## config.mk

```make
export PLATFORM = sky130hd
export DESIGN_NAME = supv_reset_gen
export DESIGN_NICKNAME = d
export VERILOG_FILES = /design/src/rtl/supv_pkg.sv /design/src/rtl/supv_sync.sv /design/src/rtl/supv_debounce.sv /design/src/rtl/supv_hold.sv /design/src/rtl/supv_reset_gen.sv
export SDC_FILE = /design/constraint.sdc
export NUM_CORES = 1
export LEC_CHECK = 0
export BUFFER_PORTS_ARGS = -buffer_cell sky130_fd_sc_hd__buf_2
export CAP_MARGIN = 25
export CORE_MARGIN = 5
export CORE_UTILIZATION = 40
export DETAILED_ROUTE_END_ITERATION = 16
export SLEW_MARGIN = 20
export SYNTH_ARGS = -nofsm -noshare
export SYNTH_HDL_FRONTEND = slang
export SYNTH_HIERARCHICAL = 1
export SYNTH_SLANG_ARGS = --single-unit
export TNS_END_PERCENT = 50
```

## constraint.sdc

```tcl
create_clock -name clk -period 1.8 [get_ports clk]
set_clock_uncertainty 0.1 [all_clocks]
set_input_delay 0.36 -clock clk [delete_from_list [all_inputs] [get_ports clk]]
set_output_delay 0.36 -clock clk [all_outputs]
set_load 0.005 [all_outputs]
```

## src/rtl/supv_pkg.sv

```systemverilog
package supv_pkg;

    // width of a down counter able to hold the value n
    function automatic int cnt_width(input int n);
        return (n < 2) ? 1 : $clog2(n + 1);
    endfunction

    // qualification state of the manual request
    typedef enum logic {
        DB_ARMED = 1'b0,
        DB_SPENT = 1'b1
    } db_state_e;

    // source that loaded the hold engine, in priority order
    typedef enum logic [1:0] {
        SRC_NONE   = 2'd0,
        SRC_SUPPLY = 2'd1,
        SRC_MANUAL = 2'd2,
        SRC_WDOG   = 2'd3
    } load_src_e;

    function automatic load_src_e pick_src(input logic sup_bad,
                                           input logic man,
                                           input logic wd);
        if (sup_bad) return SRC_SUPPLY;
        if (man)     return SRC_MANUAL;
        if (wd)      return SRC_WDOG;
        return SRC_NONE;
    endfunction

endpackage

```

## src/rtl/supv_sync.sv

```systemverilog
module supv_sync #(
    parameter int STAGES   = 2,
    parameter bit IDLE_VAL = 1'b1
) (
    input  logic clk,
    input  logic rst,
    input  logic d,
    output logic q
);
    logic [STAGES-1:0] chain;

    generate
        if (STAGES == 1) begin : g_one
            always_ff @(posedge clk) begin
                if (rst) chain <= IDLE_VAL;
                else     chain <= d;
            end
        end else begin : g_many
            always_ff @(posedge clk) begin
                if (rst) chain <= {STAGES{IDLE_VAL}};
                else     chain <= {chain[STAGES-2:0], d};
            end
        end
    endgenerate

    assign q = chain[STAGES-1];
endmodule

```

## src/rtl/supv_debounce.sv

```systemverilog
module supv_debounce
    import supv_pkg::*;
#(
    parameter int DEB_TICKS = 20
) (
    input  logic clk,
    input  logic rst,
    input  logic tick,
    input  logic level_n,
    output logic accept
);
    localparam int CW = cnt_width(DEB_TICKS);
    localparam logic [CW-1:0] LAST = CW'(DEB_TICKS - 1);

    db_state_e     state;
    logic [CW-1:0] seen;
    logic          accept_q;

    always_ff @(posedge clk) begin
        if (rst) begin
            state    <= DB_ARMED;
            seen     <= '0;
            accept_q <= 1'b0;
        end else begin
            accept_q <= 1'b0;
            if (level_n) begin
                state <= DB_ARMED;
                seen  <= '0;
            end else if (tick && state == DB_ARMED) begin
                if (seen == LAST) begin
                    accept_q <= 1'b1;
                    state    <= DB_SPENT;
                    seen     <= '0;
                end else begin
                    seen <= seen + 1'b1;
                end
            end
        end
    end

    assign accept = accept_q;
endmodule

```

## src/rtl/supv_hold.sv

```systemverilog
module supv_hold
    import supv_pkg::*;
#(
    parameter int HOLD_TICKS = 700
) (
    input  logic clk,
    input  logic rst,
    input  logic tick,
    input  logic supply_ok,
    input  logic man_accept,
    input  logic wd_req,
    output logic active,
    output logic release_q
);
    localparam int CW = cnt_width(HOLD_TICKS);
    localparam logic [CW-1:0] FULL = CW'(HOLD_TICKS);

    logic [CW-1:0] left;
    logic          act_q;
    logic          rel_q;
    load_src_e     src;

    always_comb src = pick_src(!supply_ok, man_accept, wd_req);

    always_ff @(posedge clk) begin
        if (rst) begin
            act_q <= 1'b1;
            left  <= FULL;
            rel_q <= 1'b0;
        end else begin
            rel_q <= 1'b0;
            if (src != SRC_NONE) begin
                act_q <= 1'b1;
                left  <= FULL;
            end else if (act_q && tick) begin
                if (left <= CW'(1)) begin
                    act_q <= 1'b0;
                    left  <= '0;
                    rel_q <= 1'b1;
                end else begin
                    left <= left - 1'b1;
                end
            end
        end
    end

    assign active    = act_q;
    assign release_q = rel_q;
endmodule

```

## src/rtl/supv_reset_gen.sv

```systemverilog
module supv_reset_gen #(
    parameter int HOLD_TICKS  = 700,
    parameter int DEB_TICKS   = 20,
    parameter int SYNC_STAGES = 2
) (
    input  logic clk,
    input  logic rst,
    input  logic tick_1ms,
    input  logic supply_ok,
    input  logic ext_req_n,
    input  logic wdog_req,
    output logic reset_n,
    output logic release_pulse
);
    logic ext_sync_n;
    logic man_accept;
    logic hold_active;
    logic hold_release;

    supv_sync #(.STAGES(SYNC_STAGES), .IDLE_VAL(1'b1)) u_sync (
        .clk (clk),
        .rst (rst),
        .d   (ext_req_n),
        .q   (ext_sync_n)
    );

    supv_debounce #(.DEB_TICKS(DEB_TICKS)) u_deb (
        .clk     (clk),
        .rst     (rst),
        .tick    (tick_1ms),
        .level_n (ext_sync_n),
        .accept  (man_accept)
    );

    supv_hold #(.HOLD_TICKS(HOLD_TICKS)) u_hold (
        .clk        (clk),
        .rst        (rst),
        .tick       (tick_1ms),
        .supply_ok  (supply_ok),
        .man_accept (man_accept),
        .wd_req     (wdog_req),
        .active     (hold_active),
        .release_q  (hold_release)
    );

    // supply fault bypasses every register on the way to the pin
    assign reset_n       = supply_ok & ~hold_active;
    assign release_pulse = hold_release;
endmodule

```

=== Word-level counts from Yosys, hierarchy flattened ===
Cells that the tools add are included.

* Bits in registers: 21
* Logic and storage cells: 40
* Output and inout bits: 2

* Equal/unequal tests: 1
* Multiplexer cells: 15
* Bitwise gates (word level): 5
* Reductions and logical operators: 9
* Add/subtract/negate cells: 2
* Magnitude comparators: 1

{| class="wikitable"
|+ Operator list
! cell !! count
|-
| 2-bit two-way mux || 6
|-
| 10-bit by 1-bit <= comparator with 1-bit output (second input constant) || 1
|-
| 10-bit two-way mux || 1
|-
| 10-bit by 1-bit subtractor with 10-bit output (second input constant) || 1
|-
| 1-bit two-way mux || 7
|-
| 3-bit OR reduction || 2
|-
| 5-bit by 1-bit adder with 5-bit output (second input constant) || 1
|-
| 5-bit == test (second input constant) || 1
|-
| 5-bit two-way mux || 1
|-
| 1-bit NOT || 4
|-
| 2-bit AND reduction || 2
|-
| 2-bit OR reduction || 2
|-
| 1-bit logical AND || 2
|-
| 2-bit nonzero test || 1
|-
| 1-bit AND || 1
|}

=== Logic depth before layout (Yosys ltp) ===
Gate-level depths: netlist of run 1.

* Depth after elaboration: 9
* Mapped depth: 6

=== By module ===
The synthesis of run 1 kept the hierarchy.

{| class="wikitable"
|+ Modules (own cells, without submodules)
! module !! cells an instance !! area each (um^2) !! times used
|-
| supv_hold || 66 || 604.3 || 1
|-
| supv_debounce || 33 || 329.1 || 1
|-
| supv_sync || 4 || 52.6 || 1
|-
| supv_reset_gen || 1 || 13.8 || 1
|}

=== Least setup slack after synthesis of run 1 ===
OpenSTA, ideal clock, no wires.

* Kind: reg2reg
* From: reg u_hold.left[3]
* To: reg u_hold.left[9]
* Buffers on the path: 0
* Cell stages (with the launch flop): 5
* Data arrival time: 1.365 ns
* Slack: 0.216 ns
* Required time: 1.580 ns
* Cell sequence: dfxtp_1 > or4_4 > nor3_2 > nand2_1 > a211o_1

* Cells in the longest elaborated chain, start to end: 2

{| class="wikitable"
|+ RTL lines
! item !! line !! source
|-
| start, declared || supv_hold.sv:18 || <nowiki>logic [CW-1:0] left;</nowiki>
|-
| start signal, assigned || supv_hold.sv:41 || <nowiki>left <= left - 1'b1;</nowiki>
|-
| 10-bit by 1-bit subtractor with 10-bit output or 10-bit by 1-bit <= comparator with 1-bit output (tied branches) || supv_hold.sv:41, supv_hold.sv:36 ||
|-
| 10-bit two-way mux (*) || supv_hold.sv:36 || <nowiki>if (left <= CW'(1)) begin</nowiki>
|}

Mark *: on every way between the ends. The rest lies on a longest branch, timed or not.
A chain may end at the register's enable or synchronous reset.

=== Final worst setup path of run 1 ===
Same ends and word-level chain as after synthesis.

==> results.ini, run 1 <==
[worst_setup_path]
worstSetupStartpointType = flop
critPathKind = flop to flop
r2r_cells = 4
cp.arrival_ns = 1.78
crit_path_end_kind = flop
crit_required_ns = 1.90
cp_max_fo = 6

[worst_hold_path]
min_path_cells = 2
min_path_type = primary input to flop

[route]
postRouteAntennaNets = 0
wl_per_cell_um = 12.0
firstDrtPassIters = 4
drt_iter0_drc = 16
route.detailed.drc = 0
totalWireLength_um = 1770
viasPerCell = 5.24
vias = 771

[clock_network]
clock_latency_ns = 0.30
clock_sinks = 21
cts_hold_buf = 0
post_cts_resized = 0
tritoncts = yes
cts_buffer_depth = 2
clkSlewWorstSetupHoldPaths_ns = 0.12
cts_buffers = 3
postCtsSetupRepairBufs = 0
cts_root_buf = clkbuf_4
htree_levels = 1

[logic_synthesis]
syn_area_um2 = 1000
yosys_warnings = 6
synth_compound_area_frac = 0.125
synthAdderAreaFrac = 0.0375
ys_ff_latch = 21
syn_inst = 104
yosys-top-cells-area = dfxtp_1 (42%), xnor2_1 (4.4%), nor2_1 (4.1%)
avgSynthCellArea_um2 = 9.61
synth_top_area_frac = 0.421
yosys.cell_types.count = 39
syn-num-nets = 113
synthSimpleGateAreaFrac = 0.324
yosysTopAreaCell = dfxtp_1
yosys.area_share.xor_xnor = 0.0613
synth_mux_area_frac = 0.0200
synth_ff_type = dfxtp_1
async_reset_ff_frac = 0
synth-edff-count = 0
synth_common_cells = dfxtp_1 (21), nor2_1 (11), nand2_1 (8)
synth_top_family_by_area = simple AND/OR/NAND/NOR gates
synth_most_common_cell = dfxtp_1
seq_area_frac_synth = 0.421

[placed_design]
dp_slack_ns = 0.144
place_congestion = 0.821
dp_cells = 143
hpwl_um = 1360
port_buffers = 7

[die]
ios = 8
rows = 18
coreArea_mm2 = 0.00243
initial_core_util = 0.411
fp.dieH_um = 60.0
die-area_mm2 = 0.00360
die_w_um = 60.0

[timing]
fin_tns_setup_ns = 0
worst_pin_slew_ns = 0.303
hold_viol_final = 0
fin_ws_ns = 0.120
slew_headroom = 0.796
period_needed_ns = 1.68
hold_slack_ns = 0.133
finalSetupViolations = 0
final_max_slew_viol_count = 0
rsz0062_at_grt = no
period_share = 0.933
timing.fmax_ghz = 0.595

[power_and_ir_drop]
vdd_drop_max_mv = 0.455
leakage_uw = 0.000413
p_per_area_mw_per_mm2 = 658
total_power_uw = 736

[cells_and_area]
drive_gt1_frac = 0.214
stdcell_count = 147
layout.nets = 127
syn_to_final_growth_pct = 11.9
diodes = 0

[outcome]
status = completed

[global_route]
grt_pass1_wl_um = 3130
grt.overflow.total = 0
grt_start_max_net_pins = 13
antenna_found_initial = 0
grt_pass1_vias = 723
grtUsageTotal = 0.118

[flow_run]
maxCapViolations = 0

[kinds of logic (layout without fill, tap and decap cells)]
logic type,after synthesis,count (layout)
muxes,2,2
AOI/OAI and AO/OA,18,18
adders and majority gates,3,3
buffers and inverters,3,16
xor gates and xnor gates,7,7
and+or+nand+nor,50,50
DFF,21,21
[flip-flops by register name, summed over array words and instances, names as in the netlist]
signal            cells
u_deb/accept          1
u_deb/seen            5
u_deb/state           1
u_hold/active         1
u_hold/left          10
u_hold/release_q      1
u_sync/chain          2
[worst max-delay path, stage by stage (launching register included)]
cell,delay [ns]
dfxtp_1,0.38
or4_4,0.60
nor3_2,0.14
nand2_1,0.07
a211o_1,0.29
[layer usage]
metal	wire, µm	global-route usage	share of wire	vias up
met5	0	0	0	-
met4	14	0.0601	0.0079	0
li1	-	-	-	404
met2	763	0.171	0.43	12
met1	922	0.159	0.52	353
met3	65	0.0302	0.037	2
[where the power goes]
part           internal, µW  switching [µW]  leakage, µW
Clock                  82.7             141    0.0000177
Sequential              469            3.15     0.000170
Combinational          18.4            21.9     0.000225
[through the flow]
step	instance area [µm²]	utilization
CTS	1120	0.460
finish	1120	0.460
floorplan	1000	-
detailed placement	1090	0.449
global route	1120	0.460
global placement	1090	0.449
[final cells by class]
| cell class | instances | area, µm² |
|---|---|---|
| Timing Repair Buffer | 10 | 57.6 |
| Tap cell | 30 | 37.5 |
| Multi-Input combinational cell | 80 | 568 |
| Clock buffer | 3 | 22.5 |
| Fill cell | 241 | 1310 |
| Sequential cell | 21 | 420 |
| Inverter | 2 | 7.51 |
| Clock inverter | 1 | 5.00 |
[path summary, 6_finish.rpt]
kind	from	slack [ns]	end
max	u_hold/left[3]$_SDFFE_PP1P_	0.12	u_hold/left[9]$_SDFFE_PP1P_
min	ext_req_n	0.13	u_sync/chain[0]$_SDFF_PP1_
max reg2reg	u_hold/left[3]$_SDFFE_PP1P_	0.12	u_hold/left[9]$_SDFFE_PP1P_
min reg2reg	u_sync/chain[0]$_SDFF_PP1_	0.32	u_sync/chain[1]$_SDFF_PP1_
[cell usage in the layout, fill, tap and decap left out, types with 2 or more instances in the layout]
| cell type | netlist | layout |
|---|---|---|
| xor2_1 | 2 | 2 |
| nand2_1 | 8 | 8 |
| nor2_1 | 11 | 11 |
| dfxtp_1 | 21 | 21 |
| o21ai_0 | 2 | 2 |
| clkbuf_4 | 0 | 3 |
| a21oi_1 | 6 | 6 |
| or2_1 | 2 | 2 |
| ha_1 | 3 | 3 |
| o21a_1 | 2 | 2 |
| nand3_1 | 3 | 3 |
| nor4_1 | 5 | 5 |
| nor2b_1 | 3 | 3 |
| buf_2 | 0 | 7 |
| buf_4 | 0 | 3 |
| nor3_2 | 3 | 3 |
| nor3_1 | 2 | 2 |
| xnor2_1 | 5 | 5 |
| inv_1 | 2 | 2 |
| mux2i_1 | 2 | 2 |
Note: power is estimated with default switching activity, not from simulation.
==> run 2: changes to the inputs <==
clock period = 1.6 ns   (was 1.8 ns; I/O delays follow)
==> run 2 against run 1 <==
Net effect: fmax rose by 5.2%; non-clock buffer count rose by 10; critical endpoint unchanged; power rose by 14%; hold slack got worse by 0.028 ns; die area did not move; clock power rose by 13%; first-iteration DRC count rose by 38%; critical path depth did not move; largest power group unchanged; worst setup slack got worse by 0.12 ns.
==> results.ini, run 2 (synthesis results as in run 1) <==
[power_and_ir_drop]
p_int_uw = 649  ; was 570 µW
p_sw_uw = 191  ; was 166 µW
total_power_uw = 840  ; was 736 µW
vdd_drop_max_mv = 0.496  ; was 0.455 mV
leakage_uw = 0.000466  ; was 0.000413 µW
seq_power_share = 0.632  ; was 0.642
power_switching_share = 0.227  ; was 0.225
p_per_area_mw_per_mm2 = 680  ; was 658 mW/mm²
pwr-share-comb = 0.068  ; was 0.055
clkPwrFrac = 0.300  ; was 0.304

[worst_setup_path]
cp.arrival_ns = 1.70  ; was 1.78 ns
cp_max_fo = 5  ; was 6
critical_path.max_stage_delay_ns = 0.59  ; was 0.60 ns
cp_cell_sequence = or4_4 -> nor3_4 -> nand2_1 -> a211o_1  ; was or4_4 -> nor3_2 -> nand2_1 -> a211o_1
crit_buf_inv = 0  ; unchanged
critPathKind = flop to flop  ; unchanged
cp_slowest_cell = or4_4  ; unchanged
crit_family = simple AND/OR/NAND/NOR gates  ; unchanged
worstSetupStartpointType = flop  ; unchanged
crit_path_end_kind = flop  ; unchanged
crit_required_ns = 1.71  ; was 1.90 ns

[clock_network]
cts_root_buf = clkbuf_4  ; unchanged
clkSlewWorstSetupHoldPaths_ns = 0.12  ; about the same
tritoncts = yes  ; unchanged
clock_sinks = 21  ; unchanged
htree_levels = 1  ; unchanged
postCtsSetupRepairBufs = 0  ; unchanged
cts_buffer_depth = 2  ; unchanged
clock_latency_ns = 0.30  ; about the same
cts_buffers = 3  ; unchanged

[die]
die_w_um = 60.0  ; unchanged
fp.dieH_um = 60.0  ; unchanged
ios = 8  ; unchanged
rows = 18  ; unchanged
initial_core_util = 0.411  ; unchanged
die-area_mm2 = 0.00360  ; unchanged
coreArea_mm2 = 0.00243  ; unchanged

[worst_hold_path]
min_path_type = primary input to flop  ; unchanged

[global_route]
grtUsageTotal = 0.129  ; was 0.118
antenna_found_initial = 0  ; unchanged
grt.overflow.total = 0  ; unchanged
grt_pass1_vias = 824  ; was 723
grt_pass1_wl_um = 3490  ; was 3130 µm
grt_start_max_net_pins = 13  ; unchanged

[cells_and_area]
syn_to_final_growth_pct = 23.5  ; was 11.9%
largest_reg_flops = 10  ; unchanged
most-common-layout-cells = dfxtp_1 (20), buf_4 (13), nor2_1 (10), nand2_1 (8), buf_2 (7)  ; was dfxtp_1 (21), nor2_1 (11), nand2_1 (8), buf_2 (7), a21oi_1 (6)
layout.nets = 137  ; was 127
final_common_cell = dfxtp_1  ; unchanged
fin_area_mm2 = 0.00123  ; was 0.00112 mm²
drive_gt1_frac = 0.315  ; was 0.214
top_register = u_hold/left  ; unchanged
diodes = 0  ; unchanged
reg_top3 = u_hold/left x10, u_deb/seen x5, u_sync/chain x2  ; unchanged

[route]
vias = 817  ; was 771
postRouteAntennaNets = 0  ; unchanged
firstDrtPassIters = 4  ; unchanged
drt_iter0_drc = 22  ; was 16
viasPerCell = 5.20  ; was 5.24
route.detailed.drc = 0  ; unchanged
totalWireLength_um = 1980  ; was 1770 µm
wl_per_cell_um = 12.6  ; was 12.0 µm

[placed_design]
hpwl_um = 1530  ; was 1360 µm
port_buffers = 7  ; unchanged
placed_area_mm2 = 0.00117  ; was 0.00109 mm²
place_congestion = 0.762  ; was 0.821

[timing]
period_share = 0.998  ; was 0.933
finalSetupViolations = 0  ; unchanged
rsz0062_at_grt = yes  ; was no
period_needed_ns = 1.60  ; was 1.68 ns
final_max_slew_viol_count = 0  ; unchanged
hold_viol_final = 0  ; unchanged
slew_headroom = 0.784  ; was 0.796
timing.fmax_ghz = 0.626  ; was 0.595 GHz
worst_pin_slew_ns = 0.323  ; was 0.303 ns

[flow_run]
maxCapViolations = 0  ; unchanged

[outcome]
status = completed  ; unchanged

==> run 2: cell types whose count changed in the layout (fill, tap and decap cells not counted), sizes merged <==
cell  delta
buf     +10
==> run 2: final cells by class <==
class	count	area, µm²
multi-input combinational	80	608
tap	30	37.5
clock buffer	3	22.5
fill	233	1200
clock inverter	1	5.00
sequential	21	422
inverter	2	7.51
timing repair buffer	20	133
==> run 2: worst paths after layout <==
| path | startpoint | endpoint | slack, ns | depth (start not counted) |
|---|---|---|---|---|
| setup / recovery | u_hold/left[3]$_SDFFE_PP1P_ | u_hold/left[9]$_SDFFE_PP1P_ | 0.003 | 4 |
| setup reg to reg | u_hold/left[3]$_SDFFE_PP1P_ | u_hold/left[9]$_SDFFE_PP1P_ | 0.003 | 4 |
| hold reg to reg | u_sync/chain[0]$_SDFF_PP1_ | u_sync/chain[1]$_SDFF_PP1_ | 0.31 | 1 |
| hold / removal | ext_req_n | u_sync/chain[0]$_SDFF_PP1_ | 0.11 | 2 |
==> run 2: per-stage QoR <==
stage	std cells	hold WS (ns)	setup TNS (ns)	worst slack, ns	utilization
floorplan	104	0.283	0	0.0158	-
global placement	153	0.292	0	0.0339	0.479
detailed placement	153	0.294	0	0.00851	0.479
CTS	157	0.0923	0	0.00302	0.492
global route	157	0.111	-0.102	-0.0521	0.508
finish	157	0.105	0	0.00336	0.508
==> run 2: per-layer routing <==
layer | vias to the layer above | wire [µm] | global-route usage
met2 | 11 | 945 | 0.208
li1 | 423 | - | -
met3 | 2 | 81 | 0.0216
met4 | 0 | 18 | 0.0570
met1 | 381 | 933 | 0.167
met5 | - | 0 | 0
==> run 2: worst register-to-register path: stages (launching register included) <==
cell	delay, ns
dfxtp_1	0.33
or4_4	0.59
nor3_4	0.14
nand2_1	0.06
a211o_1	0.28
==> run 2: power by group through the flow <==
stage / Sequential, µW / Clock (µW) / Combinational [µW]
2_1_floorplan: 543 / 0 / 25.2
3_3_place_gp: 543 / 0 / 52.5
3_5_place_dp: 543 / 0 / 54.0
4_1_cts: 531 / 268 / 54.4
5_1_grt: 532 / 294 / 63.5
6_report: 531 / 252 / 57.1
==> run 2: repair_timing <==
action,in CTS,in global routing
pin swaps,0,1
hold buffers,0,0
resized for setup,1,7
cloned,0,0
hold endpoints to repair,0,0
setup endpoints to repair,3,9
